File: src/rtl/vag_pkg.sv
package vag_pkg;

  typedef enum logic [1:0] {
    VAG_UNIT  = 2'b00,
    VAG_STRD  = 2'b01,
    VAG_INDX  = 2'b10,
    VAG_INDX2 = 2'b11
  } vag_mode_e;

  function automatic logic vag_is_indexed(input vag_mode_e m);
    return (m == VAG_INDX) || (m == VAG_INDX2);
  endfunction

endpackage

File: src/rtl/vag_seq.sv
module vag_seq
  import vag_pkg::*;
#(
  parameter int AW    = 32,
  parameter int MAXVL = 64,
  localparam int LW   = $clog2(MAXVL + 1),
  localparam int EW   = $clog2(MAXVL)
) (
  input  logic          clk,
  input  logic          rst_n,
  input  logic          start_i,
  input  logic [1:0]    mode_i,
  input  logic [AW-1:0] base_i,
  input  logic [AW-1:0] stride_i,
  input  logic [1:0]    esize_i,
  input  logic [LW-1:0] vlen_i,
  input  logic          idx_valid_i,
  input  logic [AW-1:0] idx_i,
  input  logic          load_ok_i,
  input  logic          last_acc_i,
  output logic          idx_ready_o,
  output logic          src_valid_o,
  output logic [AW-1:0] src_addr_o,
  output logic [EW-1:0] src_elem_o,
  output logic [LW-1:0] vlen_o,
  output logic [AW-1:0] base_o,
  output logic          indexed_o,
  output logic          done_o
);

  logic          busy_q, busy_d;
  logic          indexed_q, indexed_d;
  logic          done_q, done_d;
  logic [AW-1:0] base_q, base_d;
  logic [AW-1:0] stride_q, stride_d;
  logic [AW-1:0] acc_q, acc_d;
  logic [LW-1:0] cnt_q, cnt_d;
  logic [LW-1:0] vlen_q, vlen_d;
  logic [LW-1:0] vlen_clamped;
  logic          start_ok, more, take;

  // request side: what the sequencer can offer this cycle
  always_comb begin
    vlen_clamped = (vlen_i > LW'(MAXVL)) ? LW'(MAXVL) : vlen_i;
    start_ok     = start_i & ~busy_q;
    more         = (cnt_q < vlen_q);
    src_valid_o  = busy_q & more & (~indexed_q | idx_valid_i);
    idx_ready_o  = busy_q & indexed_q & more & load_ok_i;
    take         = src_valid_o & load_ok_i;
    src_addr_o   = indexed_q ? (base_q + idx_i) : acc_q;
    src_elem_o   = cnt_q[EW-1:0];
  end

  // next state
  always_comb begin
    busy_d    = busy_q;
    indexed_d = indexed_q;
    base_d    = base_q;
    stride_d  = stride_q;
    acc_d     = acc_q;
    cnt_d     = cnt_q;
    vlen_d    = vlen_q;
    done_d    = 1'b0;
    if (start_ok) begin
      busy_d    = |vlen_clamped;
      done_d    = ~|vlen_clamped;
      indexed_d = vag_is_indexed(vag_mode_e'(mode_i));
      base_d    = base_i;
      acc_d     = base_i;
      stride_d  = (vag_mode_e'(mode_i) == VAG_UNIT) ? (AW'(1) << esize_i) : stride_i;
      cnt_d     = '0;
      vlen_d    = vlen_clamped;
    end else begin
      if (take) begin
        acc_d = acc_q + stride_q;
        cnt_d = cnt_q + LW'(1);
      end
      if (last_acc_i) begin
        busy_d = 1'b0;
        done_d = 1'b1;
      end
    end
  end

  always_ff @(posedge clk or negedge rst_n) begin
    if (!rst_n) begin
      busy_q    <= 1'b0;
      indexed_q <= 1'b0;
      done_q    <= 1'b0;
      base_q    <= '0;
      stride_q  <= '0;
      acc_q     <= '0;
      cnt_q     <= '0;
      vlen_q    <= '0;
    end else begin
      busy_q    <= busy_d;
      indexed_q <= indexed_d;
      done_q    <= done_d;
      base_q    <= base_d;
      stride_q  <= stride_d;
      acc_q     <= acc_d;
      cnt_q     <= cnt_d;
      vlen_q    <= vlen_d;
    end
  end

  assign vlen_o    = vlen_q;
  assign base_o    = base_q;
  assign indexed_o = indexed_q;
  assign done_o    = done_q;

endmodule

File: src/rtl/vag_oreg.sv
module vag_oreg #(
  parameter int AW = 32,
  parameter int EW = 6
) (
  input  logic          clk,
  input  logic          rst_n,
  input  logic          load_i,
  input  logic          ready_i,
  input  logic [AW-1:0] addr_i,
  input  logic [EW-1:0] elem_i,
  output logic          can_load_o,
  output logic          valid_o,
  output logic [AW-1:0] addr_o,
  output logic [EW-1:0] elem_o
);

  logic          valid_q, valid_d;
  logic [AW-1:0] addr_q;
  logic [EW-1:0] elem_q;

  always_comb begin
    can_load_o = ~valid_q | ready_i;
    if (load_i)       valid_d = 1'b1;
    else if (ready_i) valid_d = 1'b0;
    else              valid_d = valid_q;
  end

  always_ff @(posedge clk or negedge rst_n) begin
    if (!rst_n) begin
      valid_q <= 1'b0;
      addr_q  <= '0;
      elem_q  <= '0;
    end else begin
      valid_q <= valid_d;
      if (load_i) begin
        addr_q <= addr_i;
        elem_q <= elem_i;
      end
    end
  end

  assign valid_o = valid_q;
  assign addr_o  = addr_q;
  assign elem_o  = elem_q;

endmodule

File: src/rtl/vec_addr_gen.sv
module vec_addr_gen #(
  parameter int AW    = 32,
  parameter int MAXVL = 64,
  localparam int LW   = $clog2(MAXVL + 1),
  localparam int EW   = $clog2(MAXVL)
) (
  input  logic          clk,
  input  logic          rst_n,
  input  logic          start_i,
  input  logic [1:0]    mode_i,
  input  logic [AW-1:0] base_i,
  input  logic [AW-1:0] stride_i,
  input  logic [1:0]    esize_i,
  input  logic [LW-1:0] vlen_i,
  input  logic          idx_valid_i,
  output logic          idx_ready_o,
  input  logic [AW-1:0] idx_i,
  output logic          addr_valid_o,
  input  logic          addr_ready_i,
  output logic [AW-1:0] addr_o,
  output logic [EW-1:0] elem_o,
  output logic          done_o
);

  logic          load_ok, src_valid, last_acc;
  logic [AW-1:0] src_addr;
  logic [EW-1:0] src_elem;
  logic [LW-1:0] vlen_w;
  logic [AW-1:0] base_w;
  logic          indexed_w;

  assign last_acc = addr_valid_o & addr_ready_i & ((LW'(elem_o) + LW'(1)) == vlen_w);

  vag_seq #(.AW(AW), .MAXVL(MAXVL)) u_seq (
    .clk         (clk),
    .rst_n       (rst_n),
    .start_i     (start_i),
    .mode_i      (mode_i),
    .base_i      (base_i),
    .stride_i    (stride_i),
    .esize_i     (esize_i),
    .vlen_i      (vlen_i),
    .idx_valid_i (idx_valid_i),
    .idx_i       (idx_i),
    .load_ok_i   (load_ok),
    .last_acc_i  (last_acc),
    .idx_ready_o (idx_ready_o),
    .src_valid_o (src_valid),
    .src_addr_o  (src_addr),
    .src_elem_o  (src_elem),
    .vlen_o      (vlen_w),
    .base_o      (base_w),
    .indexed_o   (indexed_w),
    .done_o      (done_o)
  );

  vag_oreg #(.AW(AW), .EW(EW)) u_oreg (
    .clk        (clk),
    .rst_n      (rst_n),
    .load_i     (src_valid & load_ok),
    .ready_i    (addr_ready_i),
    .addr_i     (src_addr),
    .elem_i     (src_elem),
    .can_load_o (load_ok),
    .valid_o    (addr_valid_o),
    .addr_o     (addr_o),
    .elem_o     (elem_o)
  );

endmodule

File: config.mk
export PLATFORM = sky130hd
export DESIGN_NAME = vec_addr_gen
export DESIGN_NICKNAME = d
export VERILOG_FILES = /design/src/rtl/vag_pkg.sv /design/src/rtl/vag_seq.sv /design/src/rtl/vag_oreg.sv /design/src/rtl/vec_addr_gen.sv
export SDC_FILE = /design/constraint.sdc
export NUM_CORES = 1
export LEC_CHECK = 0
export ABC_AREA = 1
export ABC_CLOCK_PERIOD_IN_PS = 2800
export CAP_MARGIN = 25
export CELL_PAD_IN_SITES_DETAIL_PLACEMENT = 0
export CELL_PAD_IN_SITES_GLOBAL_PLACEMENT = 1
export CORE_ASPECT_RATIO = 0.9
export CORE_UTILIZATION = 40
export CTS_CLUSTER_DIAMETER = 50
export CTS_CLUSTER_SIZE = 20
export DETAILED_ROUTE_END_ITERATION = 12
export GPL_TIMING_DRIVEN = 0
export PLACE_DENSITY = 0.94
export SYNTH_ARGS = -nofsm -noshare
export SYNTH_HDL_FRONTEND = slang
export SYNTH_SLANG_ARGS = --single-unit
File: constraint.sdc
create_clock -name clk -period 2.8 [get_ports clk]
set_clock_uncertainty 0.15 [all_clocks]
set_input_delay 0.56 -clock clk [delete_from_list [all_inputs] [get_ports clk]]
set_output_delay 0.56 -clock clk [all_outputs]
set_load 0.05 [all_outputs]
## Word level (Yosys, flattened, before mapping)

Cells that the tools add are included.

| cells by class | value |
|---|---|
| $add $sub $neg | 4 |
| order comparisons | 2 |
| eq/ne operators | 3 |
| shift operators | 1 |
| multiplexer cells | 13 |
| bitwise operators | 14 |
| reduce and logical (&&, ||, !) cells | 7 |

Operators by type and width:

| cell | count |
|---|---|
| 2-to-1 mux 32 bit | 4 |
| adder 32 bit | 2 |
| left shift 1 x 2 -> 32 bit (first input constant) | 1 |
| 2-to-1 mux 7 bit | 3 |
| AND 1 bit | 9 |
| adder 6 x 1 -> 7 bit (second input constant) | 1 |
| adder 7 x 1 -> 7 bit (second input constant) | 1 |
| equality test 7 bit | 1 |
| greater-than comparator 7 bit (second input constant) | 1 |
| less-than comparator 7 bit | 1 |
| OR reduction 7 bit | 1 |
| 2-to-1 mux 1 bit | 6 |
| nonzero test 2 bit | 3 |
| equality test 2 bit (second input constant) | 2 |
| NOT 1 bit | 3 |
| logical NOT 2 bit | 1 |
| OR 1 bit | 2 |
| logical NOT 1 bit | 1 |
| logical OR 1 bit | 1 |

| word-level totals | value |
|---|---|
| register bits after elaboration | 152 |
| input port bits | 112 |
| output and inout port bits | 41 |

## Longest topological paths before layout

| logic depth | value |
|---|---|
| word-level depth | 6 |
| depth in mapped cells | 14 |
| mapped depth without buffers | 14 |

## Hierarchy

A second synthesis with hierarchy kept.

| second synthesis, totals | value |
|---|---|
| cells, all modules | 1,768 |
| area, all modules | 11,343.4 um2 |

Modules (own cells, without submodules):

| module | instances | cells an instance | area each (um2) | sequential area each (um2) |
|---|---|---|---|---|
| vag_seq | 1 | 1,535 | 9,586.7 | 2,827.7 |
| vag_oreg | 1 | 165 | 1,482.7 | 975.9 |
| vec_addr_gen | 1 | 68 | 274.0 | 0.0 |

## Worst setup path before layout

No wires, ideal clock.

| path | value |
|---|---|
| path type | flip-flop to output port |
| start point | register u_seq.cnt_q[5] |
| end point | output idx_ready_o |
| arrival | 1.891 ns |
| required time | 2.090 ns |
| setup slack | 0.199 ns |
| cell stages (with the launch flop) | 10 |
| path through | dfrtp_1 > ha_1 > nand2_1 > inv_1 > nand2_1 > nand2_1 > a21oi_2 > and2_1 > nand2_1 > nor2_1 |

| between the ends | value |
|---|---|
| cells in the longest elaborated chain, start to end | 3 |

RTL lines:

| what | line | text |
|---|---|---|
| from (decl) | vag_seq.sv:37 | `logic [LW-1:0] cnt_q, cnt_d;` |
| from (signal assigned) | vag_seq.sv:102 | `cnt_q <= cnt_d;` |
| less-than comparator 7 bit | vag_seq.sv:46 | `more = (cnt_q < vlen_q);` |
| AND 1 bit (2 in a row) | vag_seq.sv:48 | `idx_ready_o = busy_q & indexed_q & more & load_ok_i;` |
| to (decl) | vec_addr_gen.sv:16 | `output logic idx_ready_o,` |

No other way between the ends.

## Worst setup path in the final report

| path | value |
|---|---|
| start point | register u_seq.vlen_q[4], in the netlist u_seq.vlen_o[4] |
| end point | output idx_ready_o |

| between the ends | value |
|---|---|
| cells in the longest elaborated chain, start to end | 3 |

RTL lines:

| what | line | text |
|---|---|---|
| from (decl) | vag_seq.sv:38 | `logic [LW-1:0] vlen_q, vlen_d;` |
| from (signal assigned) | vag_seq.sv:103 | `vlen_q <= vlen_d;` |
| less-than comparator 7 bit | vag_seq.sv:46 |  |
| AND 1 bit (2 in a row) | vag_seq.sv:48 |  |

No other way between the ends.

==> results.toml <==
[sta]
slew_headroom_pct = 51.66
holdWs_ns = 0.3274
min_period_over_period_pct = 96.71
rsz0062_at_grt = "yes"
hold_violations = 0
period_minus_slack_ns = 2.708
finalSetupViolCount = 0
worstMarginPinSlew_ns = 0.7250
timing.fmax_ghz = 0.3693
maxSlewViolCount = 0

[cts]
clock_latency_ns = 0.44
cts_root_buf = "clkbuf_16"
cts_buffers = 17
cts_sinks = 152
cts_tree = "yes"
htree_levels = 4
path_clk_slew_ns = 0.06
clk_path_buf_depth = 2

[detailed_routing]
routedWlPerCell_um = 16.11
post-route-drc-count = 0
wl_um = 37950
top_layer_used = "met4"
first_pass_iters = 7
avgViaCountPerCell = 4.994
antenna_left = 0
vias = 11760
dr_wl_met3_um = 2518
routedLengthMet1_um = 17670
met2WireLength_um = 16910
drtIter0Drc = 977

[pwr]
total_power_uw = 19210
vdd_drop_max_uv = 543.6
p_leak_uw = 0.007794
power_density_mw_per_mm2 = 1358

[yosys]
synthDistinctLibCells = 40
synth_nets = 1987
synth-seq-area-share_pct = 33.25
synth_seq_cells = 152
ys_warn_count = 0
synthArstFlopShare_pct = 100.0
synth_area_leaders = "dfrtp_1, nand2_1, inv_1"
yosysMostFrequentCell = "nand2_1"
synth_common_cells = "nand2_1, inv_1, nor2_1, dfrtp_1, nand3_1"
ys.flop_type = "dfrtp_1"
yosysTopAreaCell = "dfrtp_1"
syn_area_mm2 = 0.01144
synth.top_cell.area_share_pct = 33.25
syn_inst = 1803
avgSynthCellArea_um2 = 6.346
synth_edf_count = 0

[finish]
syn_to_final_growth_pct = 23.63
final_cell_area_mm2 = 0.01414
drive_above_1_share_pct = 6.065
num-fill-cells = 2817
nNetsFinal = 2166
instances_no_fill = 2355
utilization_pct = 50.50
regArea_mm2 = 0.003805
multi_input_comb_area_mm2 = 0.006476
diodes = 0

[floorplan]
fp.dieW_um = 180.3
core_area_mm2 = 0.02801
dieArea_mm2 = 0.02928
num_rows = 58
die_y_um = 162.4
start_util_pct = 40.84
io_pins = 153

[placed_design]
dp_cells = 2316
numPortBuffers = 152
gp_congestion = 0.9676
hpwl_um = 30880
place_area_mm2 = 0.01344

[worst_setup_path]
crit_path_start_kind = "register"
arrival_ns = 2.00
endpoint_kind = "output port"
cp_max_fo = 2
crit_type = "reg -> out"
worst-endpoint-required_ns = 2.09

[run_status]
status = "completed"

[global_routing]
grt_max_degree = 101
grt_pass1_wl_um = 58300
antenna_found_initial = 0
overflow = 0
grtUsageTotal_pct = 26.01
grt_pass1_vias = 10900

[job]
drv_cap = 0

[worst_hold_path]
hp-class = "reg -> reg"
[registers in the layout, indices dropped and copies added (netlist names)]
| signal | flops |
|---|---|
| u_seq.acc_q | 32 |
| u_seq.done_o | 1 |
| u_seq.base_o | 32 |
| u_seq.indexed_o | 1 |
| u_seq.cnt_q | 7 |
| u_seq.vlen_o | 7 |
| u_oreg.elem_o | 6 |
| u_oreg.valid_o | 1 |
| u_seq.stride_q | 32 |
| u_oreg.addr_o | 32 |
| u_seq.busy_q | 1 |
[power breakdown]
part           switching (µW)  internal, µW
registers                1040          3270
logic                    8230          4340
clock network            1050          1270
[through the flow]
stage          setup WS [ns]   TNS, ns
3_3_place_gp          -5.167   -784.73
3_5_place_dp         -0.3561    -2.513
5_1_grt             -0.03801  -0.03801
6_report             0.09217         0
2_1_floorplan         0.1985         0
4_1_cts              0.03036         0
[routing by layer]
| metal | up-vias | track usage (%) |
|---|---|---|
| met4 | 0 | 7.420 |
| met3 | 42 | 3.734 |
| met1 | 5393 | 36.24 |
| met2 | 370 | 42.05 |
| li1 | 5957 | - |
| met5 | - | 0 |
[critical path: stages (launching register included)]
cell and delay [ns]:
dfrtp_1 0.41, inv_2 0.10, ha_4 0.20, nand2_2 0.06, nand2_1 0.05, nand2_1 0.07
nand2_2 0.06, a21oi_2 0.13, and2_1 0.14, nand2_1 0.05, nor2_1 0.15, buf_6 0.17
[cell usage in the layout (no fill, tap or decap), types with 5 or more instances in the layout]
master and n:
clkdlybuf4s50_1 150, nand2_1 745, inv_1 252, o21ai_0 36, and2_1 7, nor2_2 11
ha_1 65, inv_6 5, nor2_1 169, buf_4 10, or2_2 6, dfrtp_1 151
a21oi_1 58, xnor2_1 10, o22ai_1 5, xor2_1 11, clkbuf_1 13, nand4_1 5
buf_2 19, a21oi_2 12, buf_6 7, nor3_1 14, nand3b_1 7, clkbuf_16 17
inv_2 8, a31oi_1 22, o21ai_1 6, nand3_1 128
[final cells by class]
type / count / area share [%]
Buffer: 45 / 1.734
Clock buffer: 18 / 3.105
Clock inverter: 14 / 0.9907
Inverter: 261 / 6.944
Multi-Input combinational cell: 1345 / 45.79
Sequential cell: 152 / 26.90
Tap cell: 360 / 3.184
Timing Repair Buffer: 160 / 11.36
[worst paths after layout]
path / from / cells past startpoint / slack, ns / end
hold / removal: u_oreg.addr_o[27] / 2 / 0.33 / u_oreg.addr_o[27]
hold reg to reg: u_oreg.addr_o[27] / 2 / 0.33 / u_oreg.addr_o[27]
setup reg to reg: u_seq.base_o[0] / 14 / 0.39 / u_oreg.addr_o[20]
max in group asynchronous: rst_n / 3 / 1.12 / u_oreg.addr_o[3]
min in group asynchronous: rst_n / 2 / 0.48 / u_oreg.addr_o[30]
setup / recovery: u_seq.vlen_o[4] / 11 / 0.09 / idx_ready_o
[cell families after synthesis]
logic type	after synthesis	share of synthesized area (%)
flip-flops	152	33.25
adder cells (fa/ha/maj)	72	8.005
AND/OR/NAND/NOR	1102	38.91
AO/OA/AOI/OAI	150	7.502
XOR/XNOR	21	1.608
buffers and inverters	306	10.73
[what timing repair did]
| action | in CTS | in global routing |
|---|---|---|
| cloned | 0 | 0 |
| hold buffers | 1 | 0 |
| endpoints found under the setup margin | 1 | 5 |
| hold endpoints to repair | 52 | 0 |
| gates resized for setup | 7 | 16 |
| buffers inserted | 1 | 5 |
| pin swaps | 0 | 6 |
Note: power is estimated with default switching activity, not from simulation.
